`src/rtl/tmr_pkg.sv`:
```
package tmr_pkg;
  localparam int BYTE_W   = 8;
  localparam int M13_LO_W = 5;
  localparam int N_CH     = 2;
  localparam int ADDR_W   = 3;

  typedef enum logic [1:0] {
    MODE_13     = 2'd0,
    MODE_16     = 2'd1,
    MODE_RELOAD = 2'd2,
    MODE_SPLIT  = 2'd3
  } tmr_mode_e;

  typedef struct packed {
    logic      gate;
    logic      ext_src;
    tmr_mode_e mode;
  } chan_cfg_t;

  localparam logic [ADDR_W-1:0] ADDR_MODE = 3'd0;
  localparam logic [ADDR_W-1:0] ADDR_CTRL = 3'd1;
  localparam logic [ADDR_W-1:0] ADDR_LO0  = 3'd2;

  localparam int CTL_RUN_BASE  = 4;
  localparam int CTL_FLAG_BASE = 5;

  function automatic logic [ADDR_W-1:0] lo_addr(input int ch);
    return ADDR_LO0 + ADDR_W'(2 * ch);
  endfunction

  function automatic logic [ADDR_W-1:0] hi_addr(input int ch);
    return ADDR_LO0 + ADDR_W'(2 * ch + 1);
  endfunction
endpackage

```
`src/rtl/tmr_tick_gen.sv`:
```
module tmr_tick_gen #(
  parameter int PRESCALE = 12,
  parameter int N_EXT    = 2
) (
  input  logic             clk,
  input  logic             rst,
  input  logic [N_EXT-1:0] ext_pin,
  output logic             tick,
  output logic [N_EXT-1:0] ext_fall
);
  localparam int PW = (PRESCALE > 1) ? $clog2(PRESCALE) : 1;
  localparam logic [PW-1:0] LAST = PW'(PRESCALE - 1);

  logic [PW-1:0] pcnt;

  always_ff @(posedge clk) begin
    if (rst)               pcnt <= '0;
    else if (pcnt == LAST) pcnt <= '0;
    else                   pcnt <= pcnt + PW'(1);
  end

  assign tick = (pcnt == LAST);

  for (genvar e = 0; e < N_EXT; e++) begin : g_edge
    logic now_q, old_q;
    always_ff @(posedge clk) begin
      if (rst) begin
        now_q <= 1'b1;
        old_q <= 1'b1;
      end else begin
        now_q <= ext_pin[e];
        old_q <= now_q;
      end
    end
    assign ext_fall[e] = old_q & ~now_q;
  end
endmodule

```
`src/rtl/tmr_count_unit.sv`:
```
module tmr_count_unit
  import tmr_pkg::*;
#(
  parameter bit SPLIT_OK = 1'b0,
  parameter int BW       = BYTE_W,
  parameter int LW       = M13_LO_W
) (
  input  tmr_mode_e         mode,
  input  logic              step,
  input  logic [BW-1:0]     lo,
  input  logic [BW-1:0]     hi,
  output logic [BW-1:0]     lo_n,
  output logic [BW-1:0]     hi_n,
  output logic              ovf
);
  localparam int W13 = BW + LW;
  localparam int W16 = 2 * BW;

  logic [W13:0] s13;
  logic [W16:0] s16;

  always_comb begin
    lo_n = lo;
    hi_n = hi;
    ovf  = 1'b0;
    s13  = {1'b0, hi, lo[LW-1:0]} + (W13+1)'(1);
    s16  = {1'b0, hi, lo} + (W16+1)'(1);
    if (step) begin
      case (mode)
        MODE_13: begin
          hi_n = s13[W13-1:LW];
          lo_n = {lo[BW-1:LW], s13[LW-1:0]};
          ovf  = s13[W13];
        end
        MODE_16: begin
          {hi_n, lo_n} = s16[W16-1:0];
          ovf          = s16[W16];
        end
        MODE_RELOAD: begin
          if (&lo) begin
            lo_n = hi;
            ovf  = 1'b1;
          end else begin
            lo_n = lo + BW'(1);
          end
        end
        MODE_SPLIT: begin
          if (SPLIT_OK) begin
            lo_n = lo + BW'(1);
            ovf  = &lo;
          end
        end
      endcase
    end
  end
endmodule

```
`src/rtl/dual_tmr_cnt.sv`:
```
module dual_tmr_cnt
  import tmr_pkg::*;
#(
  parameter int PRESCALE = 12
) (
  input  logic              clk,
  input  logic              rst,
  input  logic              reg_we,
  input  logic [ADDR_W-1:0] reg_addr,
  input  logic [BYTE_W-1:0] reg_wdata,
  output logic [BYTE_W-1:0] reg_rdata,
  input  logic [N_CH-1:0]   ext_evt,
  input  logic [N_CH-1:0]   gate_pin,
  input  logic [N_CH-1:0]   flag_ack,
  output logic [N_CH-1:0]   ovf_flag
);
  localparam int NIB = 4;

  logic [BYTE_W-1:0] mode_q;
  logic [N_CH-1:0]   run_q, flag_q, raise, step;
  logic [BYTE_W-1:0] lo_all [N_CH];
  logic [BYTE_W-1:0] hi_all [N_CH];
  chan_cfg_t         cfg    [N_CH];
  logic              tick;
  logic [N_CH-1:0]   ext_fall;
  logic              wr_ctl, wr_mode;
  logic              split_on, split_step, split_ovf;
  logic [BYTE_W-1:0] split_hi_n;
  logic [BYTE_W-1:0] ctl_view;

  assign wr_ctl  = reg_we && (reg_addr == ADDR_CTRL);
  assign wr_mode = reg_we && (reg_addr == ADDR_MODE);

  tmr_tick_gen #(.PRESCALE(PRESCALE), .N_EXT(N_CH)) u_tick (
    .clk(clk), .rst(rst), .ext_pin(ext_evt), .tick(tick), .ext_fall(ext_fall)
  );

  always_ff @(posedge clk) begin
    if (rst)          mode_q <= '0;
    else if (wr_mode) mode_q <= reg_wdata;
  end

  // channel 0 split mode: high byte runs on the divided clock under run 1
  assign split_on   = (cfg[0].mode == MODE_SPLIT);
  assign split_step = split_on & run_q[1] & tick;
  assign split_ovf  = split_step & (&hi_all[0]);
  assign split_hi_n = split_step ? hi_all[0] + BYTE_W'(1) : hi_all[0];

  for (genvar g = 0; g < N_CH; g++) begin : g_ch
    logic [BYTE_W-1:0] lo_r, hi_r, lo_n, hi_n, hi_src;
    logic              u_ovf, run_r, flag_r, flag_n;
    logic              wr_lo, wr_hi;

    assign cfg[g]  = chan_cfg_t'(mode_q[NIB*g +: NIB]);
    assign step[g] = run_r & (~cfg[g].gate | gate_pin[g]) &
                     (cfg[g].ext_src ? ext_fall[g] : tick);
    assign wr_lo   = reg_we && (reg_addr == lo_addr(g));
    assign wr_hi   = reg_we && (reg_addr == hi_addr(g));

    tmr_count_unit #(.SPLIT_OK(g == 0)) u_cnt (
      .mode(cfg[g].mode), .step(step[g]), .lo(lo_r), .hi(hi_r),
      .lo_n(lo_n), .hi_n(hi_n), .ovf(u_ovf)
    );

    if (g == 0) begin : g_hi0
      assign hi_src   = split_on ? split_hi_n : hi_n;
      assign raise[g] = u_ovf;
    end else begin : g_hin
      assign hi_src   = hi_n;
      assign raise[g] = split_on ? split_ovf : u_ovf;
    end

    always_comb begin
      flag_n = flag_r;
      if (wr_ctl)      flag_n = reg_wdata[CTL_FLAG_BASE + 2*g];
      if (flag_ack[g]) flag_n = 1'b0;
      if (raise[g])    flag_n = 1'b1;
    end

    always_ff @(posedge clk) begin
      if (rst) begin
        lo_r   <= '0;
        hi_r   <= '0;
        run_r  <= 1'b0;
        flag_r <= 1'b0;
      end else begin
        lo_r   <= wr_lo ? reg_wdata : lo_n;
        hi_r   <= wr_hi ? reg_wdata : hi_src;
        flag_r <= flag_n;
        if (wr_ctl) run_r <= reg_wdata[CTL_RUN_BASE + 2*g];
      end
    end

    assign lo_all[g] = lo_r;
    assign hi_all[g] = hi_r;
    assign run_q[g]  = run_r;
    assign flag_q[g] = flag_r;
  end

  always_comb begin
    ctl_view = '0;
    for (int c = 0; c < N_CH; c++) begin
      ctl_view[CTL_RUN_BASE + 2*c]  = run_q[c];
      ctl_view[CTL_FLAG_BASE + 2*c] = flag_q[c];
    end
  end

  always_ff @(posedge clk) begin
    if (rst) begin
      reg_rdata <= '0;
    end else begin
      case (reg_addr)
        3'd0:    reg_rdata <= mode_q;
        3'd1:    reg_rdata <= ctl_view;
        3'd2:    reg_rdata <= lo_all[0];
        3'd3:    reg_rdata <= hi_all[0];
        3'd4:    reg_rdata <= lo_all[1];
        3'd5:    reg_rdata <= hi_all[1];
        default: reg_rdata <= '0;
      endcase
    end
  end

  assign ovf_flag = flag_q;
endmodule

```
`config.mk`:
```
export PLATFORM = sky130hd
export DESIGN_NAME = dual_tmr_cnt
export DESIGN_NICKNAME = d
export VERILOG_FILES = /design/src/rtl/tmr_pkg.sv /design/src/rtl/tmr_tick_gen.sv /design/src/rtl/tmr_count_unit.sv /design/src/rtl/dual_tmr_cnt.sv
export SDC_FILE = /design/constraint.sdc
export NUM_CORES = 1
export LEC_CHECK = 0
export BUFFER_PORTS_ARGS = -buffer_cell sky130_fd_sc_hd__buf_2
export CAP_MARGIN = 20
export CORE_ASPECT_RATIO = 1.25
export CORE_MARGIN = 2
export CORE_UTILIZATION = 40
export CTS_BUF_LIST = sky130_fd_sc_hd__clkbuf_2 sky130_fd_sc_hd__clkbuf_4 sky130_fd_sc_hd__clkbuf_8
export DETAILED_ROUTE_END_ITERATION = 16
export PLACE_DENSITY = 0.54
export SETUP_SLACK_MARGIN = 0.05
export SLEW_MARGIN = 30
export SYNTH_ARGS = -nofsm -noshare
export SYNTH_HDL_FRONTEND = slang
export SYNTH_SLANG_ARGS = --single-unit
```
`constraint.sdc`:
```
create_clock -name clk -period 6.1 [get_ports clk]
set_input_delay 1.22 -clock clk [delete_from_list [all_inputs] [get_ports clk]]
set_output_delay 1.22 -clock clk [all_outputs]
set_load 0.05 [all_outputs]
```
**Word-level counts from Yosys, hierarchy flattened**

Index checks and enable logic that the tools add are counted.

- Bits in latches: 0
- Register bits: 60
- Logic and storage cells: 114
- Memory bits (writable): 0
- Memory bits (read-only): 0
- Input bits: 20
- Memories: 0
- Output and inout port bits: 10

- Reductions and logical operators: 28
- Magnitude comparators: 0
- Bitwise operators: 15
- Equal/unequal tests: 14
- $add $sub $neg: 8
- Shift-type cells: 0
- Multiply operators: 0
- Multiplexer cells: 32
- Div/mod/pow operators: 0

Operators with widths:

| kind | count |
|---|---|
| $mux W8 | 12 |
| $pmux W8 S6 | 1 |
| $add A16 B1 Y17 const B | 2 |
| $pmux W8 S2 | 2 |
| $pmux W8 S4 | 1 |
| $add A13 B1 Y14 const B | 2 |
| $add A8 B1 Y8 const B | 3 |
| $pmux W8 S3 | 1 |
| $reduce_and A8 Y1 | 3 |
| $reduce_bool A3 Y1 | 5 |
| $mux W1 | 13 |
| $and A1 B1 Y1 | 9 |
| $reduce_bool A4 Y1 | 2 |
| $eq A2 B2 Y1 const B | 3 |
| $eq A3 B2 Y1 const B | 2 |
| $eq A3 B3 Y1 const B | 2 |
| $logic_and A1 B1 Y1 | 6 |
| $reduce_and A2 Y1 | 3 |
| $reduce_and A3 Y1 | 2 |
| $reduce_bool A2 Y1 | 3 |
| $add A4 B1 Y4 const B | 1 |
| $eq A2 B1 Y1 const B | 2 |
| $eq A4 B4 Y1 const B | 1 |
| $logic_not A2 Y1 | 2 |
| 9 further kinds | 14 |

**Logic depth before layout (Yosys ltp)**

- Depth in word-level cells: 7
- Mapped depth: 7
- Depth with buffers taken out: 7

**Cells and area by module**

A second synthesis with hierarchy kept.

- Cell total of the unflattened synthesis: 531
- Area total of the unflattened synthesis: 4169.0 um^2

Modules (own cells, without submodules):

| module | area each (um^2) | times used | sequential area each (um^2) | cells an instance |
|---|---|---|---|---|
| dual_tmr_cnt | 2610.0 | 1 | 1041.0 | 310 |
| tmr_count_unit (g_ch[1].u_cnt) | 700.7 | 1 | 0.0 | 113 |
| tmr_count_unit (g_ch[0].u_cnt) | 565.5 | 1 | 0.0 | 82 |
| tmr_tick_gen | 292.8 | 1 | 160.2 | 26 |

**Least setup slack after synthesis**

No wires, ideal clock.

- Path kind: input-to-reg
- From: in gate_pin[0]
- To: reg g_ch[0].hi_r[6]
- Slack: 3.433 ns
- Setup time: 0.127 ns
- Buffers on the path: 0
- Stages on the path: 5
- Arrival: 2.540 ns
- Required time: 5.973 ns
- Cells stage by stage: and2b_2 > a2111oi_4 > o221a_4 > mux2i_1 > or3_1

- Cells in the longest elaborated chain, start to end: 5

RTL lines:

| what | line | RTL |
|---|---|---|
| start, declared | dual_tmr_cnt.sv:13 | `input logic [N_CH-1:0] gate_pin,` |
| $or A1 B1 Y1 | dual_tmr_cnt.sv:55 | `assign step[g] = run_r & (~cfg[g].gate \| gate_pin[g]) &` |
| $and A1 B1 Y1 (2 in a row) | dual_tmr_cnt.sv:55 |  |
| $reduce_bool A3 Y1 (no line) | - |  |
| $reduce_and A3 Y1 (no line) | - |  |
| end signal, assigned | dual_tmr_cnt.sv:88 | `hi_r <= wr_hi ? reg_wdata : hi_src;` |
| end, declared | dual_tmr_cnt.sv:50 | `logic [BYTE_W-1:0] lo_r, hi_r, lo_n, hi_n, hi_src;` |

Every way passes these cells.
A chain may end at the register's enable or synchronous reset.

==> out/results.tsv <==
metric	value	unit
met3_usage	0.0442	
rows	40	
ys_ff_latch	60	
tritoncts	built	
worst_slack	3230	ps
pwr-share-comb	0.101	
syn2layout_area_growth	10.1	%
port_buffers	29	
ios	30	
routedWlPerCell	20.5	um
finalCriticalPeriod	2870	ps
setup_violations	0	
met2_usage	0.425	
grt_usage	0.251	
crit_chain	buf_2 > inv_1 > nand2_1 > nor2_1 > or3_1	
timing.final.crit_share	0.471	
cts_root_buf	clkbuf_8	
layout.cells.non_filler	633	
worst_ep_arrival_time	3110	ps
htree_num_levels	3	
holdPathStages	1	
antenna_found_initial	0	
fillers	964	
pwr-share-seq	0.449	
die_w	93.3	um
via_per_inst	6.23	
drc	0	
cpPeakStageDelay	680	ps
r2r_slack	3630	ps
finClkSkew	9.47	ps
dp_slack	2840	ps
syn_inst	493	
setup.worst_path.class	in -> reg	
clk_latency	350	ps
drive_gt1_frac	0.150	
power.density	222	mW/mm2
grt_max_degree	48	
r2r_start	mode_q[5]	
antennaDiodeCount	0	
nets	530	
required	6330	ps
die_y	116	um
drv_cap	0	
synth_edf_count	0	
crit_family	buffers and inverters	
crit_fanout	47	
cts_buffer_depth	2	
synthFlopType	dfxtp_1	
p_int	0.714	mW
grt_pass1_vias	3652	
cts_hold_buf	0	
synthArstFlopShare	0	
gp_congestion	0.912	
vias	3944	
layout_commonest_cell	dfxtp_1	
finalSetupTns	0	ps
p_switching	0.259	mW
pwr-share-clk	0.450	
grt_pass1_wl	20800	um
whs	452	ps
reg2reg_depth	7	
start_util	0.413	
gr-usage-met1	0.311	
hold_start	u_tick.g_edge[1].now_q	
synth_fp_nets	521	
netSwitchingFraction	0.266	
drtPass1Iterations	5	
post-cts-setup-buffer-count	0	
fp.dieArea	0.0108	mm2
final_cell_mix	dfxtp_1, nand2_1, nor2_1, a21oi_1, buf_2	
rsz0062_at_grt	no	
worstMarginPinSlew	920	ps
post-dp-hpwl	9390	um
leakagePower	1.49	nW
yosysWarnings	0	
numCtsBuffers	9	
hold_path.class	reg -> reg	
cts-resized-gates	0	
antenna_left	0	
fmax	348	MHz
final_core_util	0.454	
cts.sinks	60	
finalHoldViolations	0	
holdPathEnd	u_tick.g_edge[1].old_q	
drv_slew	0	
netlist_area	0.00399	mm2
drt_iter0_markers	221	
yosysUniqueCellTypes	75	
multi_input_area	0.00258	mm2
cp-end-kind	register	
status	finished, final reports clean	
r2r-end	g_ch[1].lo_r[5]	
clkTransAtPathRegs	70	ps
top_usage_layer	met2	
avgSynthCellArea	8.09	um2
critPathBufInv	2	
start_kind	input pin	
yosysSeqAreaShare	0.301	
grt-ovfl-total	0	
drt_wl_total	13000	um
slowest_stage	buf_2	
core-area	0.00966	mm2
max-vdd-ir-drop	0.0000859	V
dp.cells	617	
regArea	0.00120	mm2
max-slew-margin-rel	0.378	
==> worst register-to-register path: stages, from the launching register on <==
cell	delay (ps)
dfxtp_1	440
inv_1	100
ha_1	400
inv_1	100
nor4_1	760
nand3_1	210
a31o_1	260
a21oi_1	130
==> how the worst max path moves through the flow <==
stage | from | cells past startpoint | slack [ps] | endpoint
2_1_floorplan | gate_pin[0] | 5 | 3430 | g_ch[0].hi_r[6]
5_1_grt | rst | 5 | 3020 | g_ch[0].hi_r[6]
6_report | rst | 5 | 3230 | g_ch[0].hi_r[6]
4_1_cts | rst | 5 | 3230 | g_ch[0].hi_r[6]
3_3_place_gp | rst | 5 | 2900 | g_ch[0].hi_r[6]
3_5_place_dp | rst | 5 | 2840 | g_ch[0].hi_r[6]
==> state kept, by name, summed over array words and instances, names as in the netlist <==
register,cells
u_tick.pcnt,4
g_ch.flag_r,2
g_ch.hi_r,16
g_ch.lo_r,16
mode_q,8
u_tick.g_edge.old_q,2
g_ch.run_r,2
reg_rdata,8
u_tick.g_edge.now_q,2
==> per-layer routing <==
metal | up-vias | share of wire | wire length, um
li1 | 1883 | - | -
met4 | 0 | 0.038 | 495
met2 | 136 | 0.49 | 6410
met1 | 1891 | 0.41 | 5350
met5 | - | 0 | 0
met3 | 34 | 0.054 | 705
==> synth_stat cells (9+ instances only) <==
master	number	area, um2
a22oi_1	9	67.6
nand3_1	18	90.1
o21ai_0	17	85.1
clkbuf_1	21	78.8
a21oi_1	29	145
a211oi_1	11	82.6
nand2_1	54	203
nand4_1	10	62.6
and3_1	10	62.6
inv_1	12	45.0
nor2_1	48	180
dfxtp_1	60	1200
nor3_1	11	55.1
nor2b_1	9	56.3
mux2i_1	12	120
==> area by class of cell <==
cell class              count  area share
multi-input cells         388       0.589
clock buffers               9      0.0282
repair buffers             31      0.0365
clock inverters             7      0.0262
inverters                  12      0.0103
flip-flops and latches     60       0.274
well taps                 126      0.0359
==> per-stage QoR <==
| stage | instance area [um2] | power [mW] |
|---|---|---|
| 6_report | 4390 | 0.973 |
| 5_1_grt | 4390 | 1.01 |
| 4_1_cts | 4380 | 0.978 |
| 3_5_place_dp | 4140 | 0.543 |
| 3_3_place_gp | 4140 | 0.542 |
| 2_1_floorplan | 3990 | 0.503 |
==> cell families (layout without fill, tap and decap cells) <==
kind of cell	after synthesis	after routing	synth area share
multiplexers	20	20	0.0527
adder cells (fa/ha/maj)	8	8	0.0251
AO/OA/AOI/OAI	134	134	0.255
XOR/XNOR	10	10	0.0220
buffers and inverters	45	59	0.0524
AND/OR/NAND/NOR	216	216	0.291
flip-flops	60	60	0.301
==> power groups by stage <==
stage	combinational, mW	clock, mW	sequential, mW
after global routing	0.108	0.461	0.440
after detailed placement	0.0972	0	0.446
after global placement	0.0959	0	0.446
final	0.0983	0.438	0.437
after CTS	0.0977	0.443	0.437
after floorplan	0.0683	0	0.435
Note: power is estimated with default switching activity, not from simulation.
